**src/rtl/tbsel_pkg.sv**
```systemverilog
package tbsel_pkg;

  localparam int CTL_W        = 32;
  localparam int FMT_BIT      = 31;
  localparam int SHORT_DIS0   = 4;
  localparam int LONG_DIS0    = 7;
  localparam int ASID_BIT     = 22;
  localparam int SIZE1_LO     = 16;
  localparam int FIELD_STRIDE = 16;
  localparam int SH_LO        = 12;
  localparam int OUT_LO       = 10;
  localparam int IN_LO        = 8;

  localparam logic [CTL_W-1:0] SHORT_KEEP = 32'h8000_0037;
  localparam logic [CTL_W-1:0] LONG_KEEP  = 32'hBFC7_3F87;

  typedef struct packed {
    logic wrSec;
    logic wrNs;
    logic rdSec;
    logic useSec;
  } ctlStrobe_t;

  typedef struct packed {
    logic [1:0] share;
    logic [1:0] outer;
    logic [1:0] inner;
  } walkAttr_t;

  function automatic logic [CTL_W-1:0] keepMask(input logic isLong);
    return isLong ? LONG_KEEP : SHORT_KEEP;
  endfunction

endpackage

```
**src/rtl/tbsel_ctrl.sv**
```systemverilog
module tbsel_ctrl
  import tbsel_pkg::*;
(
  input  logic       clk,
  input  logic       rstN,
  input  logic       regWrEn,
  input  logic       regSecSel,
  input  logic       secDisable,
  input  logic       walkSec,
  output ctlStrobe_t stb
);

  logic secLocked;

  always_comb begin
    secLocked  = secDisable;
    stb.wrSec  = regWrEn && regSecSel && !secLocked;
    stb.wrNs   = regWrEn && !regSecSel;
    stb.rdSec  = regSecSel;
    stb.useSec = walkSec;
  end


  one_copy_written_chk: assert property (@(posedge clk) disable iff (!rstN)
    $onehot0({stb.wrSec, stb.wrNs}));


  ns_write_reaches_chk: assert property (@(posedge clk) disable iff (!rstN)
    (regWrEn && !regSecSel) |-> !stb.wrSec);

endmodule

```
**src/rtl/tbsel_regs.sv**
```systemverilog
module tbsel_regs
  import tbsel_pkg::*;
#(
  parameter int W = CTL_W
) (
  input  logic         clk,
  input  logic         rstN,
  input  ctlStrobe_t   stb,
  input  logic [W-1:0] wrData,
  output logic [W-1:0] rdData,
  output logic [W-1:0] activeCtl
);

  logic [W-1:0] secQ;
  logic [W-1:0] nsQ;
  logic [W-1:0] wrClean;

  assign wrClean = wrData & keepMask(wrData[FMT_BIT]);

  always_ff @(posedge clk or negedge rstN) begin
    if (!rstN) begin
      secQ <= '0;
      nsQ  <= '0;
    end else begin
      if (stb.wrSec) secQ <= wrClean;
      if (stb.wrNs)  nsQ  <= wrClean;
    end
  end

  assign rdData    = stb.rdSec  ? secQ : nsQ;
  assign activeCtl = stb.useSec ? secQ : nsQ;


  reserved_clear_chk: assert property (@(posedge clk) disable iff (!rstN)
    ((secQ & ~keepMask(secQ[FMT_BIT])) == '0) && ((nsQ & ~keepMask(nsQ[FMT_BIT])) == '0));


  sec_hold_chk: assert property (@(posedge clk) disable iff (!rstN)
    !stb.wrSec |=> $stable(secQ));


  ns_hold_chk: assert property (@(posedge clk) disable iff (!rstN)
    !stb.wrNs |=> $stable(nsQ));

endmodule

```
**src/rtl/tbsel_walk.sv**
```systemverilog
module tbsel_walk
  import tbsel_pkg::*;
#(
  parameter int VA_W        = 32,
  parameter int SHORT_ALIGN = 14,
  parameter int LONG_ALIGN  = 3,
  parameter int FIELD_W     = 3
) (
  input  logic              clk,
  input  logic              rstN,
  input  logic [CTL_W-1:0]  ctl,
  input  logic              missValid,
  input  logic [VA_W-1:0]   va,
  input  logic [VA_W-1:0]   base0,
  input  logic [VA_W-1:0]   base1,
  output logic              baseSel,
  output logic [VA_W-1:0]   walkBase,
  output logic              walkGo,
  output logic              xlatFault,
  output logic              asidSel,
  output walkAttr_t         attr,
  output logic              longFmt
);

  localparam logic [VA_W-1:0] ONES     = '1;
  localparam logic [VA_W-1:0] LONG_CUT = ONES << LONG_ALIGN;
  localparam logic [VA_W-1:0] HI_CUT   = ONES << SHORT_ALIGN;

  logic [FIELD_W-1:0] splitN;
  logic [FIELD_W-1:0] size0;
  logic [FIELD_W-1:0] size1;
  logic               shortSel;
  logic               inLow;
  logic               inHigh;
  logic               longSel;
  logic               hole;
  logic [1:0]         disBit;
  walkAttr_t          attrOf [2];
  logic [VA_W-1:0]    shortBase0;
  logic [VA_W-1:0]    shortBase1;
  logic               walkOk;

  assign longFmt = ctl[FMT_BIT];
  assign splitN  = ctl[FIELD_W-1:0];
  assign size0   = ctl[FIELD_W-1:0];
  assign size1   = ctl[SIZE1_LO +: FIELD_W];

  // short layout: upper split bits decide the base
  assign shortSel   = |(va & ~(ONES >> splitN));
  assign shortBase0 = base0 & (ONES << (SHORT_ALIGN - int'(splitN)));
  assign shortBase1 = base1 & HI_CUT;

  // long layout: low region, high region, or a hole between
  assign inLow   = ~|(va & ~(ONES >> size0));
  assign inHigh  = &(va | (ONES >> size1));
  assign longSel = !inLow;
  assign hole    = !inLow && !inHigh;

  for (genvar i = 0; i < 2; i++) begin : g_base
    assign disBit[i]       = longFmt ? ctl[LONG_DIS0 + FIELD_STRIDE*i] : ctl[SHORT_DIS0 + i];
    assign attrOf[i].share = ctl[SH_LO  + FIELD_STRIDE*i +: 2];
    assign attrOf[i].outer = ctl[OUT_LO + FIELD_STRIDE*i +: 2];
    assign attrOf[i].inner = ctl[IN_LO  + FIELD_STRIDE*i +: 2];
  end

  always_comb begin
    baseSel = longFmt ? longSel : shortSel;
    if (longFmt) begin
      walkBase = (baseSel ? base1 : base0) & LONG_CUT;
      attr     = baseSel ? attrOf[1] : attrOf[0];
      asidSel  = ctl[ASID_BIT];
    end else begin
      walkBase = baseSel ? shortBase1 : shortBase0;
      attr     = '0;
      asidSel  = 1'b0;
    end
    walkOk    = !(longFmt && hole) && !disBit[baseSel];
    walkGo    = missValid && walkOk;
    xlatFault = missValid && !walkOk;
  end


  idle_quiet_chk: assert property (@(posedge clk) disable iff (!rstN)
    !missValid |-> (!walkGo && !xlatFault));


  disabled_base_chk: assert property (@(posedge clk) disable iff (!rstN)
    walkGo |-> !(ctl[FMT_BIT] ? ctl[LONG_DIS0 + FIELD_STRIDE*int'(baseSel)]
                              : ctl[SHORT_DIS0 + int'(baseSel)]));


  short_zero_split_chk: assert property (@(posedge clk) disable iff (!rstN)
    (!ctl[FMT_BIT] && ctl[FIELD_W-1:0] == '0) |-> !baseSel);


  asid_short_chk: assert property (@(posedge clk) disable iff (!rstN)
    !ctl[FMT_BIT] |-> !asidSel);


  short_attr_zero_chk: assert property (@(posedge clk) disable iff (!rstN)
    !ctl[FMT_BIT] |-> (attr == '0));


  long_base_align_chk: assert property (@(posedge clk) disable iff (!rstN)
    ctl[FMT_BIT] |-> (walkBase[LONG_ALIGN-1:0] == '0));

endmodule

```
**src/rtl/tbsel_top.sv**
```systemverilog
module tbsel_top
  import tbsel_pkg::*;
#(
  parameter int VA_W = 32
) (
  input  logic             clk,
  input  logic             rstN,
  input  logic             secDisable,
  input  logic             regWrEn,
  input  logic             regSecSel,
  input  logic [CTL_W-1:0] regWrData,
  output logic [CTL_W-1:0] regRdData,
  input  logic             walkSec,
  input  logic             missValid,
  input  logic [VA_W-1:0]  va,
  input  logic [VA_W-1:0]  base0,
  input  logic [VA_W-1:0]  base1,
  output logic             baseSel,
  output logic [VA_W-1:0]  walkBase,
  output logic             walkGo,
  output logic             xlatFault,
  output logic             asidSel,
  output logic [1:0]       walkShare,
  output logic [1:0]       walkOuter,
  output logic [1:0]       walkInner,
  output logic             longFmt
);

  ctlStrobe_t       stb;
  logic [CTL_W-1:0] activeCtl;
  walkAttr_t        attr;

  tbsel_ctrl u_ctrl (
    .clk       (clk),
    .rstN      (rstN),
    .regWrEn   (regWrEn),
    .regSecSel (regSecSel),
    .secDisable(secDisable),
    .walkSec   (walkSec),
    .stb       (stb)
  );

  tbsel_regs #(.W(CTL_W)) u_regs (
    .clk      (clk),
    .rstN     (rstN),
    .stb      (stb),
    .wrData   (regWrData),
    .rdData   (regRdData),
    .activeCtl(activeCtl)
  );

  tbsel_walk #(.VA_W(VA_W)) u_walk (
    .clk      (clk),
    .rstN     (rstN),
    .ctl      (activeCtl),
    .missValid(missValid),
    .va       (va),
    .base0    (base0),
    .base1    (base1),
    .baseSel  (baseSel),
    .walkBase (walkBase),
    .walkGo   (walkGo),
    .xlatFault(xlatFault),
    .asidSel  (asidSel),
    .attr     (attr),
    .longFmt  (longFmt)
  );

  assign walkShare = attr.share;
  assign walkOuter = attr.outer;
  assign walkInner = attr.inner;


  sec_lock_chk: assert property (@(posedge clk) disable iff (!rstN)
    (regWrEn && regSecSel && secDisable) |=> $stable(u_regs.secQ));

endmodule

```
**config.mk**
```make
export PLATFORM = sky130hd
export DESIGN_NAME = tbsel_top
export DESIGN_NICKNAME = d
export VERILOG_FILES = /design/src/rtl/tbsel_pkg.sv /design/src/rtl/tbsel_ctrl.sv /design/src/rtl/tbsel_regs.sv /design/src/rtl/tbsel_walk.sv /design/src/rtl/tbsel_top.sv
export SDC_FILE = /design/constraint.sdc
export NUM_CORES = 1
export LEC_CHECK = 0
export ABC_CLOCK_PERIOD_IN_PS = 2700
export BUFFER_PORTS_ARGS = -buffer_cell sky130_fd_sc_hd__buf_2
export CAP_MARGIN = 15
export CORE_MARGIN = 1
export CORE_UTILIZATION = 44
export CTS_BUF_LIST = sky130_fd_sc_hd__clkbuf_16
export DETAILED_ROUTE_END_ITERATION = 6
export PLACE_DENSITY = 0.93
export SYNTH_ARGS = -nofsm -noshare
export SYNTH_HDL_FRONTEND = slang
export SYNTH_SLANG_ARGS = --single-unit
```
**constraint.sdc**
```tcl
create_clock -name clk -period 2.7 [get_ports clk]
set_input_delay 0 -clock clk [delete_from_list [all_inputs] [get_ports clk]]
set_output_delay 0 -clock clk [all_outputs]
set_load 0.03 [all_outputs]
```
== After elaboration in Yosys (flattened, before gate mapping) ==
Index checks and enable logic that the tools add are counted.

* Add/subtract/negate cells: 1
* Bitwise operators: 5
* Shifts and indexed selects: 3
* Magnitude comparators: 1
* Reductions and logical operators: 16
* Multiplexer cells: 13

{| class="wikitable"
|+ Operator list
! cell !! count
|-
| 32-bit two-way mux || 5
|-
| 32-bit AND || 3
|-
| 32-bit by 3-bit right shift with 32-bit output, first input constant || 2
|-
| 32-bit inverter || 1
|-
| 32-bit bitwise OR || 1
|-
| 32-bit AND reduction || 1
|-
| 32-bit OR reduction || 1
|-
| 32-bit by 32-bit left shift with 32-bit output, first input constant || 1
|-
| 30-bit two-way mux || 1
|-
| 6-bit two-way mux || 2
|-
| 1-bit logical AND || 8
|-
| 1-bit zero test || 6
|-
| 1-bit two-way mux || 5
|-
| 4-bit by 3-bit subtractor with 5-bit output, first input constant || 1
|-
| 1-bit by 2-bit less-than comparator with 1-bit output, second input constant || 1
|}

* Register bits: 64
* Input bits: 135

== Longest topological paths before layout ==
Gate-level depths: netlist of the first run.

* Depth in word-level cells: 11
* Depth in mapped cells: 15

== Hierarchy ==
From an unflattened synthesis of the first run, not the netlist that was laid out.

* Cells, all modules: 475
* Area total of the unflattened synthesis: 3,616.0 sq um

{| class="wikitable"
|+ By module, submodules not included
! module !! seq. area each (sq um) !! cells an instance !! instances !! area an instance (sq um)
|-
| tbsel_regs || 1,201.2 || 295 || 1 || 2,658.8
|-
| tbsel_walk || 0.0 || 176 || 1 || 923.4
|-
| tbsel_ctrl || 0.0 || 4 || 1 || 33.8
|}

== Least setup slack after synthesis of the first run ==
Ideal clock, no wire load.

* Path kind: input -> output
* Start: input port walkSec
* End: output port walkBase[14]
* Required time: 2,700 ps
* Path slack: -122 ps
* Stages: 15
* Arrival time: 2,822 ps
* Path buffers: 4
* Cell sequence: buf_6 > buf_2 > buf_2 > mux2i_1 > inv_1 > ha_1 > inv_1 > ha_1 > inv_1 > a22oi_1 > o221ai_2 > nor2_4 > inv_2 > buf_6 > o21ai_0

* Cells in the longest elaborated chain, start to end: 7
* Elaborated cells on any way between the ends: 11
* Those cells by class: add/sub: 1; shift: 2; mux: 4; bitwise: 3; reduce/logical: 1

{| class="wikitable"
|+ Ends and longest elaborated chain
! what !! RTL line !! text
|-
| start, declared || tbsel_top.sv:13 || <nowiki>input logic walkSec,</nowiki>
|-
| 32-bit two-way mux * || tbsel_regs.sv:31 || <nowiki>assign activeCtl = stb.useSec ? secQ : nsQ;</nowiki>
|-
| 32-bit by 3-bit right shift with 32-bit output * || tbsel_walk.sv:49, tbsel_walk.sv:54 ||
|-
| 32-bit inverter * || tbsel_walk.sv:49, tbsel_walk.sv:54 ||
|-
| 32-bit AND * || tbsel_walk.sv:49, tbsel_walk.sv:54 ||
|-
| 32-bit OR reduction * || tbsel_walk.sv:49, tbsel_walk.sv:54 ||
|-
| net baseSel || tbsel_top.sv:18 || <nowiki>output logic baseSel,</nowiki>
|-
| 32-bit two-way mux, on equally long branches || tbsel_walk.sv:73, tbsel_walk.sv:69 ||
|-
| 32-bit two-way mux * || tbsel_walk.sv:68 || <nowiki>if (longFmt) begin</nowiki>
|-
| end, declared || tbsel_top.sv:19 || <nowiki>output logic [VA_W-1:0] walkBase,</nowiki>
|}

The timed path passes the listed nets; every way through them passes the cells marked *.

== Final worst setup path of the first run ==
* Start: register u_regs.secQ[1]
* End: output port walkBase[16]

* Cells in the longest elaborated chain, start to end: 7
* Elaborated cells on any way between the ends: 11
* Those cells by class: add/sub: 1; shift: 2; mux: 4; bitwise: 3; reduce/logical: 1

{| class="wikitable"
|+ Ends and longest elaborated chain
! what !! RTL line !! text
|-
| start, declared || tbsel_regs.sv:14 || <nowiki>logic [W-1:0] secQ;</nowiki>
|-
| start signal, assigned || tbsel_regs.sv:25 || <nowiki>if (stb.wrSec) secQ <= wrClean;</nowiki>
|-
| 32-bit two-way mux * || tbsel_regs.sv:31 ||
|-
| parallel branches: the longest is 5 deep, another holds 4-bit by 3-bit subtractor with 5-bit output || -- ||
|-
| 32-bit two-way mux * || tbsel_walk.sv:68 ||
|}

Mark *: on every way between the ends.

==> results of run 1 <==
-- cell type report --
type / count / area, um2
antenna: 1 / 2.502
clock inverter: 2 / 60.06
tap: 99 / 123.9
sequential: 48 / 1201
fill: 612 / 2421
clock buffer: 5 / 125.1
inverter: 12 / 52.55
multi-input combinational: 301 / 2116
timing repair buffer: 206 / 1345
-- repair_timing --
item                       in CTS  in global routing
setup endpoints to repair      39                 38
setup buffers                   1                 12
gates cloned                    0                  1
hold buffers                   17                  0
pin swaps                       0                  2
resized for setup               5                 73
hold endpoints to repair       76                  0
-- cell families (layout without fill, tap and decap cells) --
logic type,after synthesis,count (layout),synth area share [%]
buffers and inverters,46,225,6.830
adders and majority gates,6,6,2.168
muxes,60,60,21.07
AOI/OAI and AO/OA,102,102,19.37
DFF,48,48,34.69
other,1,9,0.1083
and+or+nand+nor,125,125,15.76
-- registers in the layout (all words and copies together) (netlist names) --
| register | flops |
|---|---|
| u_regs.nsQ | 24 |
| u_regs.secQ | 24 |
-- per-stage QoR --
stage                      TNS (ns)  setup slack, ns  total power, uW  hold WS, ns
after floorplan             -0.2699         -0.08998             1776      -0.2956
after global placement            0           0.1790             2099       0.2131
after detailed placement          0          0.07264             2135       0.2425
after CTS                 -0.009569        -0.009569             2956    0.0001480
after global routing         -1.278         -0.07686             3280      0.01543
final                             0          0.03386             3141     0.004763
-- worst max-delay path by stage --
stage,from,endpoint,cells past startpoint,slack [ns]
4_1_cts,u_regs.secQ[1],walkBase[3],11,-0.01
5_1_grt,u_regs.secQ[1],walkBase[16],13,-0.08
2_1_floorplan,walkSec,walkBase[0],15,-0.09
6_report,u_regs.secQ[1],walkBase[16],13,0.03
3_5_place_dp,u_regs.secQ[1],walkBase[22],13,0.07
3_3_place_gp,u_regs.secQ[1],walkBase[26],13,0.18
-- cell usage in the layout (no fill, tap or decap), types with 7 or more instances in the layout --
master                            n
sky130_fd_sc_hd__buf_2          145
sky130_fd_sc_hd__nand2_1         92
sky130_fd_sc_hd__o21ai_0         50
sky130_fd_sc_hd__dfrtp_1         48
sky130_fd_sc_hd__mux2_2          37
sky130_fd_sc_hd__buf_4           22
sky130_fd_sc_hd__dlygate4sd3_1   17
sky130_fd_sc_hd__buf_6           17
sky130_fd_sc_hd__mux2_4          14
sky130_fd_sc_hd__nor2_1          10
sky130_fd_sc_hd__inv_1            8
sky130_fd_sc_hd__a32o_1           8
sky130_fd_sc_hd__conb_1           8
sky130_fd_sc_hd__a211oi_1         7
-- power groups by stage --
stage               Clock (uW)  Sequential, uW  Combinational, uW
floorplan                    0             882                895
global placement             0             897               1200
detailed placement           0             907               1230
CTS                        792             896               1270
global route               822             911               1550
finish                     785             900               1460
-- worst max-delay path: cells and delay by family, from the launching register on --
kind	cells	cell delay (ns)
AND/OR/NAND/NOR	1	0.17
buffers and inverters	6	0.63
flip-flops	1	0.43
AO/OA/AOI/OAI	2	0.31
multiplexers	2	0.52
adder cells (fa/ha/maj)	2	0.31
-- per-layer routing --
layer | part of all wire, % | vias up
met4 | 2.9 | 0
met2 | 54 | 197
met5 | 0 | -
met3 | 7.8 | 32
li1 | - | 1727
met1 | 35 | 1764
==> flow_summary.yaml, run 1 <==
finish:
  layout.cell_area.non_filler_mm2: 0.005026
  final-instance-count-excl-fill: 674
  post_route_cells_drive_above_1_share_pct: 47.04
  fin_util_pct: 67.49
  final_net_count: 715
  layout-area-overhead-vs-synth_pct: 45.18
routing:
  detailedRoute.firstPassIterationCount: 4
  vias_per_cell: 5.519
  drt_iter0_drc: 238
  via_count: 3720
  drcViolationCount: 0
  detail-route-antenna-nets: 0
  postRouteWirelength_mm: 11.71
  routed_wire_length_per_instance_um: 17.37
run_status:
  outcome: "complete, no violations"
yosys:
  synth.top_cells.by_area: "sky130_fd_sc_hd__dfrtp_1, sky130_fd_sc_hd__mux2_2, sky130_fd_sc_hd__nand2_1"
  asyncSetResetFlopFracSynth_pct: 100.0
  post-synth-top-area-fraction_pct: 34.69
  seq_area_frac_synth_pct: 34.69
  syn-cell-area_mm2: 0.003462
  synth_top_cell_by_area: "sky130_fd_sc_hd__dfrtp_1"
  ys_types: 45
  synth_top_flop_cell: "sky130_fd_sc_hd__dfrtp_1"
  ys_top_cells_by_count: "sky130_fd_sc_hd__nand2_1, sky130_fd_sc_hd__o21ai_0, sky130_fd_sc_hd__dfrtp_1, sky130_fd_sc_hd__mux2_2, sky130_fd_sc_hd__clkbuf_1"
  synth_area_per_cell_um2: 8.923
  synth_seq_cells: 48
  synth_cells: 388
  synth_most_common_cell: "sky130_fd_sc_hd__nand2_1"
  yosys_synthesis_warning_count: 0
  number_of_flops_mapped_to_enable_cells_by_yosys: 0
place:
  dpl-instance-area_mm2: 0.004314
  detailed_place_hpwl_mm: 7.991
  place.detailed.instances: 634
  io_buffers: 165
  globalplace.congestion: 0.9133
pwr:
  power.share.switching_pct: 38.15
  internal_power_uw: 1943
  p_comb_share_pct: 46.4
  clockPowerShare_pct: 25.0
  ir_drop_uv: 413.1
  power_frac_seq_pct: 28.6
  power-per-cell-area_mw_per_mm2: 624.9
  power_switching_uw: 1198
  leakagePower_uw: 0.002537
floorplanning:
  die-width_um: 90.71
  design.die.area_mm2: 0.008227
  io_pins: 210
  floorplan.initialDensity_pct: 46.49
  core_area_mm2: 0.007447
  placement_rows: 31
  height_of_the_die_um: 90.71
critical_path:
  cells_along_the_critical_path: "mux2i_2 > inv_2 > ha_4 > inv_4 > ha_4 > inv_2 > a22oi_2 > o221ai_2 > nor2_4 > clkinv_4 > clkbuf_16 > mux2_4 > buf_6"
  worstSetupEndpointType: "output pin"
  data_required_time_at_the_worst_endpoint_ns: 2.70
  timing_worst_setup_path_type: "register to output pin"
  worst-path-max-fanout: 8
  r2r_cells: 1
  timing.reg2reg.setup_slack_ns: 1.83
  cp_slowest_cell: "sky130_fd_sc_hd__dfrtp_1"
  r2r-start: "u_regs.nsQ[31]"
  arrival_ns: 2.67
  cp-start-kind: "register"
  slowest_delay_ns: 0.43
  worstReg2RegEnd: "u_regs.nsQ[31]"
timing:
  fmax_mhz: 375.1
  final-max-slew-violation-count: 0
  finalCriticalPeriod_ns: 2.666
  hold_viol_final: 0
  skew_ns: 0
  tightest_slew_ns: 0.7718
  grt_setup_unrepaired: "true"
  setup_violations: 0
  timing.final.crit_share_pct: 98.75
  timing.max_slew.rel_slack_pct: 48.54
worst_hold_path:
  hold_start: "regWrData[4]"
  worstHoldPathCells: 3
  hold_path.class: "primary input to register"
  min_to: "u_regs.nsQ[4]"
grt:
  grt_start_max_net_pins: 49
  grt_most_used_layer: "met2"
  globalRouteMet2Util_pct: 48.93
  grtUsageMet3_pct: 5.471
  grt_pass1_wl_mm: 17.35
  initial_antenna_violation_count: 1
  globalRouteMet1Util_pct: 29.71
  grt_usage_pct: 26.49
  vias_in_the_first_global_route: 3623
  overflow: 0
clock_tree:
  cts.sink_count: 48
  clock_tree_from_tritoncts: "yes"
  bufs_on_longest_clock_path: 2
  cts_htree_levels: 2
  clock_tree.root_cell: "sky130_fd_sc_hd__clkbuf_16"
  clk_latency_ns: 0.29
  cts.reportedPaths.clkPinSlew_ns: 0.06
  cts_made_buffers: 5
job:
  total_of_max_cap_violations: 0
Power figures use the tool's default switching activity.
==> run 2, diff against run 1 <==
CORE_UTILIZATION = 45   (was 44)
PLACE_DENSITY = 0.94   (was 0.93)
SYNTH_HIERARCHICAL = 1   (was default)
==> run 2 against run 1 <==
  * Hold slack improved by 0.011 ns
  * Setup slack better by 0.070 ns
  * Synthesized area grew 2.7%
  * Clock power decreased by 12%
==> flow_summary.yaml, run 2 <==
critical_path:
  timing.reg2reg.setup_slack_ns: 1.79
  worstSetupEndpointType: "output pin"
  r2r_cells: 2
  cp_slowest_cell: "sky130_fd_sc_hd__dfrtp_1"
  arrival_ns: 2.60
  timing.critical_path.max_delay_family: "buffers and inverters"
  critical_path_buf_inv_count: 4
  timing_worst_setup_path_type: "register to output pin"
  data_required_time_at_the_worst_endpoint_ns: 2.70
  slowest_delay_ns: 0.40
  cells_along_the_critical_path: "mux2_4 > ha_2 > ha_1 > a22oi_2 > nand3_2 > a21oi_4 > buf_12 > buf_12 > buf_4 > nand3_1 > nand3_1 > buf_2"
  worstReg2RegEnd: "u_regs/nsQ[0]"
  worst-path-max-fanout: 8
  cp-start-kind: "register"
  r2r-start: "u_regs/nsQ[0]"
grt:
  grt_start_max_net_pins: 49
  grt_usage_pct: 27.09
  vias_in_the_first_global_route: 3785
  initial_antenna_violation_count: 0
  overflow: 0
  grt_pass1_wl_mm: 17.84
timing:
  tightest_slew_ns: 0.7960
  finalCriticalPeriod_ns: 2.596
  timing.final.crit_share_pct: 96.15
  skew_ns: 0
  hold_viol_final: 0
  final-max-slew-violation-count: 0
  fmax_mhz: 385.2
  finalWorstSetupSlack_ns: 0.1041
  final.hold.worst_slack_ns: 0.01601
  timing.max_slew.rel_slack_pct: 46.93
  setup_violations: 0
floorplanning:
  core_area_mm2: 0.007687
  height_of_the_die_um: 90.90
  placement_rows: 32
  die-width_um: 90.90
  floorplan.initialDensity_pct: 46.26
  io_pins: 210
  design.die.area_mm2: 0.008262
pwr:
  leakagePower_uw: 0.002502
  ir_drop_uv: 419.9
  power-per-cell-area_mw_per_mm2: 627.1
  report.power.total_uw: 3018
finish:
  layout.cells.most_common_list: "sky130_fd_sc_hd__buf_2, sky130_fd_sc_hd__nand2_1, sky130_fd_sc_hd__o21ai_0, sky130_fd_sc_hd__nand3_1, sky130_fd_sc_hd__dfrtp_1"
  reg_top3: "u_regs/nsQ: 24 flops, u_regs/secQ: 24 flops"
  final_net_count: 777
  num_antenna_cells: 0
  layout.cell_area.non_filler_mm2: 0.004812
  mostFrequentLayoutCell: "sky130_fd_sc_hd__buf_2"
  post_route_cells_drive_above_1_share_pct: 35.01
  final-instance-count-excl-fill: 739
  layout-area-overhead-vs-synth_pct: 35.33
routing:
  vias_per_cell: 5.332
  drcViolationCount: 0
  via_count: 3940
  drt_iter0_drc: 205
  postRouteWirelength_mm: 11.51
  detail-route-antenna-nets: 0
  routed_wire_length_per_instance_um: 15.58
  detailedRoute.firstPassIterationCount: 5
place:
  place.detailed.instances: 702
  globalplace.congestion: 0.8079
  worst_setup_slack_before_clock_tree_synthesis_ns: 0.2974
  detailed_place_hpwl_mm: 8.058
  io_buffers: 165
  dpl-instance-area_mm2: 0.004282
yosys:
  syn-cell-area_mm2: 0.003556
  synth_area_per_cell_um2: 7.614
  yosys_synthesis_warning_count: 6
  synth_cells: 467
clock_tree:
  cts.sink_count: 48
  bufs_on_longest_clock_path: 2
  clock_tree_from_tritoncts: "yes"
  cts_htree_levels: 2
  cts_made_buffers: 5
  clock_tree.root_cell: "sky130_fd_sc_hd__clkbuf_16"
  clk_latency_ns: 0.28
  cts.reportedPaths.clkPinSlew_ns: 0.06
run_status:
  outcome: "complete, no violations"
worst_hold_path:
  hold_start: "regWrData[26]"
  worstHoldPathCells: 3
  min_to: "u_regs/secQ[26]"
  hold_path.class: "primary input to register"
job:
  total_of_max_cap_violations: 0
-- run 2: worst max path at each step --
stage / start / endpoint / cells past startpoint
6_report: u_regs/nsQ[0] / walkBase[10] / 12
5_1_grt: u_regs/nsQ[0] / walkBase[10] / 12
4_1_cts: u_regs/nsQ[0] / walkBase[5] / 10
3_5_place_dp: u_regs/nsQ[0] / walkBase[4] / 10
3_3_place_gp: u_regs/nsQ[1] / walkBase[4] / 10
2_1_floorplan: walkSec / walkBase[8] / 12
-- run 2: final cells by class --
class                           instances  area (um2)
Clock buffer                            5       125.1
Clock inverter                          3       38.79
Fill cell                             683        2875
Inverter                               45       173.9
Multi-Input combinational cell        335        1924
Sequential cell                        48        1201
Tap cell                              102       127.6
Timing Repair Buffer                  201        1221
-- run 2: where the power goes --
group | internal, uW | leakage, uW | switching, uW | total, uW
sequential | 818 | 0.000613 | 64.3 | 882
combinational | 515 | 0.00180 | 928 | 1440
clock | 432 | 0.0000850 | 260 | 692
total | 1770 | 0.00250 | 1250 | 3020
-- run 2: metrics by stage --
stage	utilization, %	TNS, ns
CTS	60.61	0
global placement	55.70	0
finish	62.60	0
floorplan	-	0
global route	62.60	-0.01234
detailed placement	55.70	0
-- run 2: worst min-delay path: stages --
cell,delay (ns)
sky130_fd_sc_hd__buf_2,0.09
sky130_fd_sc_hd__nand3_1,0.07
sky130_fd_sc_hd__o21ai_0,0.09
-- run 2: what timing repair did --
action,in CTS,in global routing
hold buffers,21,0
pin swaps,0,3
gates cloned,0,1
setup buffers,0,6
hold endpoints to repair,84,0
resized for setup,1,16
setup endpoints to repair,4,40
-- run 2: layer usage --
layer	up-vias	track usage [%]	wire (um)
li1	1868	-	-
met1	1845	30.28	4362
met2	205	52.27	6100
met3	22	4.461	821
met4	0	7.540	228
met5	-	0	0
